===== src/rtl/zcs_pkg.sv =====
package zcs_pkg;

  typedef enum logic [2:0] {
    ST_WAIT   = 3'd0,
    ST_CHARGE = 3'd1,
    ST_DEAD   = 3'd2,
    ST_HS     = 3'd3,
    ST_MEAS   = 3'd4
  } zcs_state_e;

  // Entry k of the geometric width series, in reference ticks.
  function automatic int unsigned geo_width(input int unsigned base,
                                            input int unsigned gnum,
                                            input int unsigned gden,
                                            input int unsigned idx);
    int unsigned w;
    int unsigned step;
    w = base;
    for (int unsigned i = 0; i < idx; i++) begin
      step = (w * gnum) / gden;
      if (step == 0) step = 1;
      w = w + step;
    end
    return w;
  endfunction

endpackage


===== src/rtl/zcs_width_rom.sv =====
module zcs_width_rom #(
  parameter int unsigned CODE_W     = 4,
  parameter int unsigned CNT_W      = 8,
  parameter int unsigned BASE_TICKS = 20,
  parameter int unsigned GROW_NUM   = 1,
  parameter int unsigned GROW_DEN   = 8
) (
  input  logic [CODE_W-1:0] code_i,
  output logic [CNT_W-1:0]  width_o
);
  localparam int unsigned ENTRIES = 1 << CODE_W;

  logic [CNT_W-1:0] tab [ENTRIES];

  for (genvar k = 0; k < ENTRIES; k++) begin : g_entry
    localparam int unsigned WK = zcs_pkg::geo_width(BASE_TICKS, GROW_NUM, GROW_DEN, k);
    assign tab[k] = CNT_W'(WK);
  end

  assign width_o = tab[code_i];

endmodule


===== src/rtl/zcs_seq_fsm.sv =====
module zcs_seq_fsm #(
  parameter int unsigned CNT_W      = 8,
  parameter int unsigned MEAS_TICKS = 4
) (
  input  logic             clk,
  input  logic             rst_n,
  input  logic             phase_i,
  input  logic [CNT_W-1:0] width_i,
  output logic             ls_gate_o,
  output logic             hs_gate_o,
  output logic             sample_o
);
  import zcs_pkg::*;

  localparam logic [CNT_W-1:0] MEAS_LOAD = CNT_W'(MEAS_TICKS - 1);

  zcs_state_e       state_q, state_d;
  logic [CNT_W-1:0] cnt_q, cnt_d;
  logic             cnt_en;

  always_comb begin
    state_d = state_q;
    cnt_d   = cnt_q;
    cnt_en  = 1'b0;
    unique case (state_q)
      ST_WAIT: begin
        if (phase_i) state_d = ST_CHARGE;
      end
      ST_CHARGE: begin
        if (!phase_i) state_d = ST_DEAD;
      end
      ST_DEAD: begin
        state_d = ST_HS;
        cnt_d   = width_i - CNT_W'(1);
        cnt_en  = 1'b1;
      end
      ST_HS: begin
        cnt_en = 1'b1;
        if (cnt_q == '0) begin
          state_d = ST_MEAS;
          cnt_d   = MEAS_LOAD;
        end else begin
          cnt_d = cnt_q - CNT_W'(1);
        end
      end
      ST_MEAS: begin
        cnt_en = 1'b1;
        if (cnt_q == '0) begin
          state_d = ST_WAIT;
        end else begin
          cnt_d = cnt_q - CNT_W'(1);
        end
      end
      default: state_d = ST_WAIT;
    endcase
  end

  always_ff @(posedge clk or negedge rst_n) begin
    if (!rst_n) begin
      state_q <= ST_WAIT;
    end else begin
      state_q <= state_d;
    end
  end

  always_ff @(posedge clk or negedge rst_n) begin
    if (!rst_n) begin
      cnt_q <= '0;
    end else if (cnt_en) begin
      cnt_q <= cnt_d;
    end
  end

  assign ls_gate_o = (state_q == ST_CHARGE);
  assign hs_gate_o = (state_q == ST_HS);
  assign sample_o  = (state_q == ST_MEAS) && (cnt_q == '0);

endmodule


===== src/rtl/zcs_code_loop.sv =====
module zcs_code_loop #(
  parameter int unsigned CODE_W = 4,
  parameter int unsigned LOCK_W = 8
) (
  input  logic              clk,
  input  logic              rst_n,
  input  logic              sample_i,
  input  logic              node_hi_i,
  input  logic [LOCK_W-1:0] lock_len_i,
  output logic [CODE_W-1:0] code_o,
  output logic              locked_o
);
  localparam logic [CODE_W-1:0] CODE_MAX = {CODE_W{1'b1}};
  localparam logic [CODE_W-1:0] CODE_MID = CODE_W'(1 << (CODE_W - 1));
  localparam logic [LOCK_W-1:0] RUN_MAX  = {LOCK_W{1'b1}};

  logic [CODE_W-1:0] code_q, code_d;
  logic [CODE_W-1:0] hist_q;
  logic [LOCK_W-1:0] run_q, run_d;
  logic              alt;

  always_comb begin
    code_d = code_q;
    if (node_hi_i) begin
      if (code_q != CODE_MAX) code_d = code_q + CODE_W'(1);
    end else begin
      if (code_q != '0) code_d = code_q - CODE_W'(1);
    end
    alt   = (code_d == hist_q) && (code_d != code_q);
    run_d = alt ? ((run_q == RUN_MAX) ? run_q : run_q + LOCK_W'(1)) : '0;
  end

  always_ff @(posedge clk or negedge rst_n) begin
    if (!rst_n) begin
      code_q <= CODE_MID;
      hist_q <= CODE_MID;
      run_q  <= '0;
    end else if (sample_i) begin
      code_q <= code_d;
      hist_q <= code_q;
      run_q  <= run_d;
    end
  end

  assign code_o   = code_q;
  assign locked_o = (run_q >= lock_len_i);

endmodule


===== src/rtl/zcs_timing_ctrl.sv =====
module zcs_timing_ctrl #(
  parameter int unsigned CODE_W     = 4,
  parameter int unsigned CNT_W      = 8,
  parameter int unsigned LOCK_W     = 8,
  parameter int unsigned BASE_TICKS = 20,
  parameter int unsigned GROW_NUM   = 1,
  parameter int unsigned GROW_DEN   = 8,
  parameter int unsigned MEAS_TICKS = 4
) (
  input  logic              clk,
  input  logic              rst_n,
  input  logic              phase_i,
  input  logic              node_hi_i,
  input  logic [LOCK_W-1:0] lock_len_i,
  output logic              ls_gate_o,
  output logic              hs_gate_o,
  output logic              sample_o,
  output logic [CODE_W-1:0] code_o,
  output logic              locked_o
);
  logic [CNT_W-1:0] width;
  logic             strobe;

  zcs_width_rom #(
    .CODE_W(CODE_W), .CNT_W(CNT_W), .BASE_TICKS(BASE_TICKS),
    .GROW_NUM(GROW_NUM), .GROW_DEN(GROW_DEN)
  ) u_rom (
    .code_i (code_o),
    .width_o(width)
  );

  zcs_seq_fsm #(
    .CNT_W(CNT_W), .MEAS_TICKS(MEAS_TICKS)
  ) u_seq (
    .clk      (clk),
    .rst_n    (rst_n),
    .phase_i  (phase_i),
    .width_i  (width),
    .ls_gate_o(ls_gate_o),
    .hs_gate_o(hs_gate_o),
    .sample_o (strobe)
  );

  zcs_code_loop #(
    .CODE_W(CODE_W), .LOCK_W(LOCK_W)
  ) u_loop (
    .clk       (clk),
    .rst_n     (rst_n),
    .sample_i  (strobe),
    .node_hi_i (node_hi_i),
    .lock_len_i(lock_len_i),
    .code_o    (code_o),
    .locked_o  (locked_o)
  );

  assign sample_o = strobe;

endmodule


===== config.mk =====
export PLATFORM = sky130hd
export DESIGN_NAME = zcs_timing_ctrl
export DESIGN_NICKNAME = d
export VERILOG_FILES = /design/src/rtl/zcs_pkg.sv /design/src/rtl/zcs_width_rom.sv /design/src/rtl/zcs_seq_fsm.sv /design/src/rtl/zcs_code_loop.sv /design/src/rtl/zcs_timing_ctrl.sv
export SDC_FILE = /design/constraint.sdc
export NUM_CORES = 1
export LEC_CHECK = 0
export BUFFER_PORTS_ARGS = -buffer_cell sky130_fd_sc_hd__buf_2
export CORE_ASPECT_RATIO = 1.2
export CORE_MARGIN = 10
export CORE_UTILIZATION = 54
export DETAILED_ROUTE_END_ITERATION = 16
export PLACE_DENSITY_LB_ADDON = 0.1
export SYNTH_ARGS = -nofsm -noshare
export SYNTH_HDL_FRONTEND = slang
export SYNTH_SLANG_ARGS = --single-unit

===== constraint.sdc =====
create_clock -name clk -period 2.2 [get_ports clk]
set_input_delay 0.11 -clock clk [delete_from_list [all_inputs] [get_ports clk]]
set_output_delay 0.11 -clock clk [all_outputs]
set_load 0.1 [all_outputs]

==> flow_summary.json, run 1 <==
{
  "cts_num_sinks": 27,
  "end_kind": "flip-flop",
  "final-max-slew-violation-count": 0,
  "fillCellCount": 330,
  "track_usage": 0.153,
  "die_h_um": 91.2,
  "drv_cap": 0,
  "areaGrowthSynthToFinish_pct": 28.2,
  "startpoint_type": "flip-flop",
  "clock_latency_ns": 0.28,
  "antenna_found_initial": 0,
  "fin_nets": 353,
  "grt_pass1_vias": 2082,
  "htreeDepth": 1,
  "cts_buffers": 3,
  "grt_pass1_wl_mm": 9.36,
  "fin_ws_ns": 0.0274,
  "core-area_um2": 4000,
  "rsz0062_at_grt": "true",
  "dr_total_vias": 2062,
  "setup_viol_count_final": 0,
  "fin_total_pwr_mw": 2.08,
  "wl_met3_um": 193,
  "powerDensity_nw_per_um2": 713,
  "synth.cell_area_um2": 2280,
  "top_layer_used": "met4",
  "synth-seq-cells": 27,
  "hpwl_mm": 4.00,
  "relSlewSlack": 0.603,
  "route.detailed.drc": 0,
  "antenna_cells": 0,
  "synth_cell_types": 54,
  "wl_met1_mm": 2.35,
  "die-area_um2": 7230,
  "hold_viol": 0,
  "via_per_inst": 5.54,
  "path_max_fanout": 7,
  "drive_above_1_share": 0.299,
  "status": "finished, final reports clean",
  "wl_per_cell_um": 14.4,
  "dr_wl_met2_mm": 2.73,
  "dr.pass1.iters": 4,
  "finalClockSkew_ns": 0.00796,
  "final.period_utilization": 0.988,
  "syn_nets": 302,
  "numPortBuffers": 19,
  "start_util": 0.569,
  "routed_wirelength_mm": 5.37,
  "min_period_ns": 2.17,
  "worstPathArrival_ns": 2.39,
  "post-place-ws_ns": -0.0216,
  "layout_commonest_cell": "buf_4",
  "final_cell_mix": "buf_4, nand2_1, nor2_1",
  "crit_type": "flip-flop to flip-flop",
  "clk_path_buf_depth": 2,
  "ys_seq_area_frac": 0.297,
  "core.rowCount": 25,
  "grt.overflow.total": 0,
  "cts_root_buffer": "clkbuf_8",
  "p_leak_nw": 1.36,
  "ant_nets": 0,
  "num_io_pins": 20,
  "gp_congestion": 0.883,
  "setup_tns_ns": 0,
  "dp.cells": 358,
  "fmax_mhz": 460,
  "hold_class": "input port to flip-flop",
  "layout.cells.non_filler": 372,
  "grt_max_degree": 28,
  "initialDrtViolationCount": 114,
  "syn_area_per_cell_um2": 8.51,
  "ys_warn_count": 0,
  "worstMarginPinSlew_ns": 0.596,
  "required_ns": 2.42,
  "irDropWorstVdd_mv": 0.318,
  "synth-edff-count": 0,
  "netlist_instances": 268,
  "die_w_um": 79.3,
  "async_flop_share": 1.00,
  "ys.flop_type": "dfrtp_1",
  "cts_tree": "built",
  "clk_pin_slew_ns": 0.10
}
==> flip-flops by register name, summed over array words and instances, names as in the netlist <==
register and count:
u_loop.code_o 4, u_loop.hist_q 4, u_loop.run_q 8, u_seq.cnt_q 8, u_seq.state_q 3
==> cell type report <==
cell class | instances | area [um2] | share of cell area
clock buffer | 3 | 41.3 | 0.0141
clock inverter | 1 | 5.00 | 0.00171
timing repair buffer | 54 | 382 | 0.131
multi-input combinational | 213 | 1630 | 0.557
tap | 54 | 67.6 | 0.0231
sequential | 27 | 693 | 0.237
inverter | 20 | 105 | 0.0360
==> worst paths after layout <==
check | from | slack (ns) | end | depth (start not counted)
worst max register to register | u_loop.code_o[1] | 0.03 | u_loop.run_q[0] | 8
min in group asynchronous | rst_n | 0.35 | u_loop.code_o[2] | 2
max in group asynchronous | rst_n | 1.41 | u_loop.code_o[1] | 2
worst max-delay path | u_loop.code_o[1] | 0.03 | u_loop.run_q[0] | 8
worst min register to register | u_loop.hist_q[3] | 0.49 | u_loop.hist_q[3] | 2
worst min-delay path | phase_i | 0.15 | u_seq.state_q[0] | 3
==> synthesized netlist by cell type, types with 3 or more instances <==
library cell | number | share of area
nor2b_1 | 5 | 0.014
xor2_1 | 6 | 0.023
a21o_1 | 3 | 0.0099
o31a_1 | 3 | 0.012
o31ai_1 | 3 | 0.0099
nor2_1 | 25 | 0.041
nand3_1 | 7 | 0.015
and3_1 | 3 | 0.0082
or3b_2 | 3 | 0.012
nand2b_1 | 8 | 0.022
nand2_1 | 27 | 0.044
a22oi_1 | 3 | 0.0099
o221ai_1 | 4 | 0.015
buf_2 | 4 | 0.0088
ha_1 | 22 | 0.12
o21ai_0 | 23 | 0.050
dfrtp_1 | 25 | 0.27
xnor2_1 | 12 | 0.046
clkbuf_1 | 4 | 0.0066
a22o_1 | 3 | 0.012
nor3_1 | 4 | 0.0088
inv_1 | 19 | 0.031
a21oi_1 | 9 | 0.020
mux2i_1 | 3 | 0.013
==> logic make-up after synthesis <==
kind of cell               share of synthesized area
and+or+nand+nor                                0.234
AOI/OAI and AO/OA                              0.205
buffers and inverters                         0.0505
DFF                                            0.297
adders and majority gates                      0.121
xor gates and xnor gates                      0.0692
muxes                                         0.0231
==> per-layer routing <==
layer,vias up,global-route usage
met5,-,0
met4,0,0.0614
met3,9,0.0296
met2,42,0.267
met1,960,0.176
li1,1051,-
==> critical path, stage by stage, from the launching register on <==
cell and delay [ns]:
dfrtp_4 0.55, inv_8 0.10, ha_4 0.12, a21boi_4 0.16, o21ai_1 0.07, mux4_2 0.50
xnor2_2 0.15, o31a_1 0.33, nor2_1 0.13
==> metrics by stage <==
| stage | hold slack [ns] | utilization | instance area (um2) |
|---|---|---|---|
| 6_report | 0.147 | 0.730 | 2920 |
| 5_1_grt | 0.190 | 0.730 | 2920 |
| 4_1_cts | 0.148 | 0.706 | 2830 |
| 3_5_place_dp | 0.160 | 0.679 | 2720 |
| 3_3_place_gp | 0.159 | 0.679 | 2720 |
| 2_1_floorplan | -0.186 | - | 2410 |
==> power by group <==
group	total, mW	switching [mW]	internal (mW)
combinational	1.10	0.668	0.433
sequential	0.687	0.0960	0.591
clock	0.295	0.168	0.127
total	2.08	0.932	1.15
==> what timing repair did <==
item	in CTS	in global routing
resized for setup	5	12
hold buffers	1	0
endpoints found under the setup margin	9	15
hold endpoints to repair	25	0
setup buffers	5	4
pin swaps	9	9
Note: power is estimated with default switching activity, not from simulation.
==> run 2: changes to the inputs <==
--- a/config.mk
+++ b/config.mk
@@ -8,9 +8,10 @@
 export BUFFER_PORTS_ARGS = -buffer_cell sky130_fd_sc_hd__buf_2
 export CORE_ASPECT_RATIO = 1.2
 export CORE_MARGIN = 10
-export CORE_UTILIZATION = 54
+export CORE_UTILIZATION = 55
 export DETAILED_ROUTE_END_ITERATION = 16
 export PLACE_DENSITY_LB_ADDON = 0.1
 export SYNTH_ARGS = -nofsm -noshare
 export SYNTH_HDL_FRONTEND = slang
+export SYNTH_HIERARCHICAL = 1
 export SYNTH_SLANG_ARGS = --single-unit
==> flow_summary.json, run 2 <==
{
  "post-place-ws_ns": -0.158,
  "fin_ws_ns": -0.124,
  "ys.flop_type": "dfrtp_1",
  "dp.cells": 382,
  "num_io_pins": 20,
  "layout.cells.non_filler": 390,
  "htreeDepth": 1,
  "required_ns": 2.41,
  "die_h_um": 92.8,
  "synth_top_cells_by_area": "dfrtp_1, ha_1, inv_1, a21oi_1, nor2_1",
  "path_max_fanout": 10,
  "status": "finished with violations",
  "netlist_instances": 286,
  "worstRegToRegCells": 7,
  "hold_viol": 0,
  "hold_class": "input port to flip-flop",
  "syn_nets": 317,
  "drive_above_1_share": 0.329,
  "start_util": 0.570,
  "numPortBuffers": 19,
  "fmax_mhz": 430,
  "async_flop_share": 1.00,
  "dr_total_vias": 2318,
  "ant_nets": 0,
  "cts_root_buffer": "clkbuf_8",
  "grt.overflow.total": 0,
  "r2r_slack_ns": -0.12,
  "synth-seq-cells": 27,
  "crit_type": "flip-flop to flip-flop",
  "hpwl_mm": 4.40,
  "synth.cell_area_um2": 2430,
  "yosysMostFrequentCell": "inv_1",
  "crit_path_start": "u_loop/code_o[1]",
  "clk_path_buf_depth": 2,
  "startpoint_type": "flip-flop",
  "initialDrtViolationCount": 111,
  "clock_latency_ns": 0.28,
  "irDropWorstVdd_mv": 0.363,
  "r2r_start": "u_loop/code_o[1]",
  "worstMarginPinSlew_ns": 0.655,
  "drv_cap": 0,
  "ys_warn_count": 6,
  "finalClockSkew_ns": 0.00189,
  "min-delay-start": "phase_i",
  "hold_ws_ns": 0.141,
  "regArea_um2": 693,
  "hold_end": "u_seq/state_q[0]",
  "relSlewSlack": 0.564,
  "final_cell_mix": "buf_4, inv_1, dfrtp_1",
  "violations": "setup timing",
  "grt_pass1_wl_mm": 10.4,
  "fin_total_pwr_mw": 1.90,
  "die-area_um2": 7480,
  "min_period_ns": 2.32,
  "die_w_um": 80.7,
  "grt_pass1_vias": 2262,
  "end_kind": "flip-flop",
  "reg_top3": "u_loop/run_q x8, u_seq/cnt_q x8",
  "fin_nets": 366,
  "antenna_cells": 0,
  "multi_input_area_um2": 1690,
  "clk_pin_slew_ns": 0.11,
  "cts_tree": "built",
  "route.detailed.drc": 0,
  "worstPathArrival_ns": 2.53,
  "cts_buffers": 3,
  "track_usage": 0.165,
  "final.period_utilization": 1.06,
  "cts_num_sinks": 27,
  "p_leak_nw": 1.34,
  "synth_cell_types": 71,
  "synthTopCellsByCount": "inv_1, dfrtp_1, a21oi_1, nor2_1, ha_1",
  "hold_depth": 3,
  "core.rowCount": 26,
  "powerDensity_nw_per_um2": 618,
  "fillCellCount": 343,
  "rsz0062_at_grt": "true",
  "final-max-slew-violation-count": 0,
  "grt_max_degree": 28,
  "areaGrowthSynthToFinish_pct": 26.3,
  "synth_top_area_cell": "dfrtp_1",
  "antenna_found_initial": 0,
  "setup_viol_count_final": 13,
  "gp_congestion": 0.820,
  "dr.pass1.iters": 4,
  "synth-edff-count": 0,
  "syn_area_per_cell_um2": 8.49,
  "routed_wirelength_mm": 6.02,
  "layout_commonest_cell": "buf_4",
  "wl_per_cell_um": 15.4,
  "yosys.area.top_type_share": 0.258,
  "ys_seq_area_frac": 0.279,
  "core-area_um2": 4260,
  "timing.rr.end": "u_loop/run_q[1]",
  "via_per_inst": 5.94
}
## run 2: cell types whose count changed in the layout (fill, tap and decap cells not counted), sizes merged, moves of 8 or more
cell	change
inv	+12
a21oi	+12
nand2	-11
o21ai	-8
xnor2	-11
## run 2: kinds of logic after synthesis
kind of cell,count (synthesis),synth area share
AO/OA/AOI/OAI,88,0.261
other,1,0.00154
buffers and inverters,43,0.0778
AND/OR/NAND/NOR,95,0.228
flip-flops,27,0.279
adder cells (fa/ha/maj),19,0.0979
multiplexers,8,0.0371
XOR/XNOR,5,0.0180
## run 2: area by class of cell
cell class | instances | area share
Clock buffer | 3 | 0.0135
Sequential cell | 27 | 0.226
Timing Repair Buffer | 57 | 0.144
Inverter | 30 | 0.0392
Tap cell | 56 | 0.0228
Clock inverter | 1 | 0.00286
Multi-Input combinational cell | 216 | 0.552
## run 2: per-stage QoR
stage / cell area, um2 / utilization / setup TNS, ns
floorplan: 2540 / - / -4.56
global placement: 2890 / 0.679 / -0.900
detailed placement: 2890 / 0.679 / -1.21
CTS: 3000 / 0.705 / -1.11
global route: 3070 / 0.720 / -2.31
finish: 3070 / 0.720 / -0.929
## run 2: critical path, stage by stage (launching register included)
cell,delay [ns]
dfrtp_4,0.55
nor3_2,0.22
mux2_4,0.34
or3_4,0.38
a2111oi_4,0.30
buf_6,0.18
nand4_1,0.10
o22ai_1,0.17
## run 2: routing by layer
metal	GRT usage	up-vias	part of all wire
met1	0.187	1107	0.41
met2	0.301	56	0.54
met4	0.0621	0	0.018
met3	0.0222	10	0.031
met5	0	-	0
li1	-	1145	-
## run 2: power by group
part,switching (mW),total [mW],internal (mW),leakage [nW]
registers,0.146,0.725,0.578,0.323
logic,0.537,0.858,0.321,0.995
clock network,0.180,0.313,0.133,0.0261
## run 2: repair_timing
action,in CTS,in global routing
pin swaps,1,9
buffers inserted,0,3
hold endpoints to repair,25,0
hold buffers,1,0
resized for setup,12,10
endpoints found under the setup margin,14,16
## run 2: worst max path at each step
stage / end
floorplan: u_loop/run_q[1]
global placement: u_seq/cnt_q[5]
detailed placement: u_seq/cnt_q[5]
CTS: u_seq/cnt_q[7]
global route: u_seq/cnt_q[6]
finish: u_loop/run_q[1]
==> run 3: changes to the inputs <==
--- a/config.mk
+++ b/config.mk
@@ -13,5 +13,4 @@
 export PLACE_DENSITY_LB_ADDON = 0.1
 export SYNTH_ARGS = -nofsm -noshare
 export SYNTH_HDL_FRONTEND = slang
-export SYNTH_HIERARCHICAL = 1
 export SYNTH_SLANG_ARGS = --single-unit
==> constraint.sdc (replaced) <==
create_clock -name clk -period 2.3 [get_ports clk]
set_input_delay 0.115 -clock clk [delete_from_list [all_inputs] [get_ports clk]]
set_output_delay 0.115 -clock clk [all_outputs]
set_load 0.1 [all_outputs]
==> flow_summary.json, run 3 (synthesis results as in run 1) <==
{
  "areaGrowthSynthToFinish_pct": 23.8,
  "fillCellCount": 337,
  "p_leak_nw": 1.30,
  "final.period_utilization": 0.996,
  "drive_above_1_share": 0.269,
  "start_util": 0.574,
  "antenna_cells": 0,
  "critPathSlowestCell": "mux4_2",
  "ant_nets": 0,
  "startpoint_type": "flip-flop",
  "setup_tns_ns": 0,
  "irDropWorstVdd_mv": 0.352,
  "grt_pass1_wl_mm": 9.07,
  "rsz0062_at_grt": "true",
  "wl_met3_um": 210,
  "clock_latency_ns": 0.27,
  "fin_ws_ns": 0.0101,
  "numPortBuffers": 19,
  "dr_wl_met2_mm": 2.73,
  "min_period_ns": 2.29,
  "wl_met1_mm": 2.33,
  "dr_total_vias": 2062,
  "required_ns": 2.50,
  "reg_top3": "u_loop.run_q x8, u_seq.cnt_q x8",
  "fin_nets": 340,
  "grt.overflow.total": 0,
  "post-place-ws_ns": 0.0331,
  "fmax_mhz": 437,
  "grt_max_degree": 28,
  "hold_class": "input port to flip-flop",
  "hold_viol": 0,
  "final-max-slew-violation-count": 0,
  "gp_congestion": 0.893,
  "routed_wirelength_mm": 5.33,
  "hpwl_mm": 4.00,
  "drv_cap": 0,
  "crit_path_cell_trace": "buf_6 > ha_2 > nand2_1 > a21oi_1 > mux4_2 > xnor2_4 > o31a_1 > nor2_1",
  "path_max_fanout": 8,
  "wl_per_cell_um": 14.8,
  "grt_pass1_vias": 2071,
  "clk_path_buf_depth": 2,
  "track_usage": 0.145,
  "top_layer_used": "met4",
  "worst_path_largest_cell_delay_ns": 0.55,
  "powerDensity_nw_per_um2": 683,
  "core-area_um2": 3970,
  "worstPathArrival_ns": 2.49,
  "htreeDepth": 1,
  "end_kind": "flip-flop",
  "die_w_um": 78.8,
  "cts_buffers": 3,
  "layout_commonest_cell": "nand2_1",
  "dr.pass1.iters": 4,
  "cts_root_buffer": "clkbuf_8",
  "cts_num_sinks": 27,
  "die_h_um": 90.5,
  "worstMarginPinSlew_ns": 0.620,
  "cts_tree": "built",
  "via_per_inst": 5.74,
  "final_cell_mix": "nand2_1, nor2_1, dfrtp_1",
  "core.rowCount": 25,
  "crit_type": "flip-flop to flip-flop",
  "num_io_pins": 20,
  "die-area_um2": 7130,
  "initialDrtViolationCount": 92,
  "clk_pin_slew_ns": 0.09,
  "antenna_found_initial": 0,
  "setup_viol_count_final": 0,
  "relSlewSlack": 0.587,
  "route.detailed.drc": 0,
  "finalClockSkew_ns": 0.00388,
  "status": "finished, final reports clean"
}
==> run 3: power by group <==
part,internal [mW],switching (mW),total (mW)
clock,0.124,0.143,0.267
combinational,0.375,0.631,1.01
sequential,0.565,0.0889,0.654
==> run 3: layout make-up <==
cell class	instances	area [um2]	area share
multi-input cells	213	1630	0.578
flip-flops and latches	27	693	0.246
repair buffers	41	297	0.105
inverters	20	90.1	0.0319
well taps	54	67.6	0.0239
clock buffers	4	45.0	0.0160
==> run 3: worst paths after layout <==
path	end	slack, ns	startpoint	depth (start not counted)
setup / recovery	u_loop.run_q[0]	0.01	u_loop.code_o[1]	8
hold / removal	u_seq.state_q[0]	0.19	phase_i	3
setup reg to reg	u_loop.run_q[0]	0.01	u_loop.code_o[1]	8
hold reg to reg	u_loop.hist_q[0]	0.52	u_loop.hist_q[0]	2
max in group asynchronous	u_loop.code_o[2]	1.45	rst_n	2
min in group asynchronous	u_loop.code_o[0]	0.39	rst_n	2
==> run 3: through the flow <==
step	utilization	area, um2	hold WS (ns)	total power, mW	instances
floorplan	-	2360	-0.181	1.39	268
global placement	0.654	2600	0.160	1.60	347
detailed placement	0.654	2600	0.168	1.62	347
CTS	0.669	2660	0.183	1.90	352
global route	0.711	2820	0.190	2.09	359
finish	0.711	2820	0.192	1.93	359
==> run 3: critical path, delay by kind of cell, from the launching register on <==
family                     cells  cell delay (ns)
buffers and inverters          1             0.14
adders and majority gates      1             0.18
xor gates and xnor gates       1             0.15
and+or+nand+nor                2             0.21
AOI/OAI and AO/OA              2             0.44
muxes                          1             0.55
DFF                            1             0.54
==> run 3: per-layer routing <==
metal  track usage  vias up
li1              -     1028
met3        0.0169        4
met5             0        -
met2         0.248       47
met4        0.0464        0
met1         0.183      983
==> run 3: timing repair <==
| action | CTS | global route |
|---|---|---|
| gates resized for setup | 1 | 21 |
| cloned | 0 | 0 |
| buffers inserted | 0 | 7 |
| hold buffers | 1 | 0 |
| endpoints found under the hold margin | 25 | 0 |
| endpoints found under the setup margin | 1 | 13 |
| pin swaps | 0 | 20 |
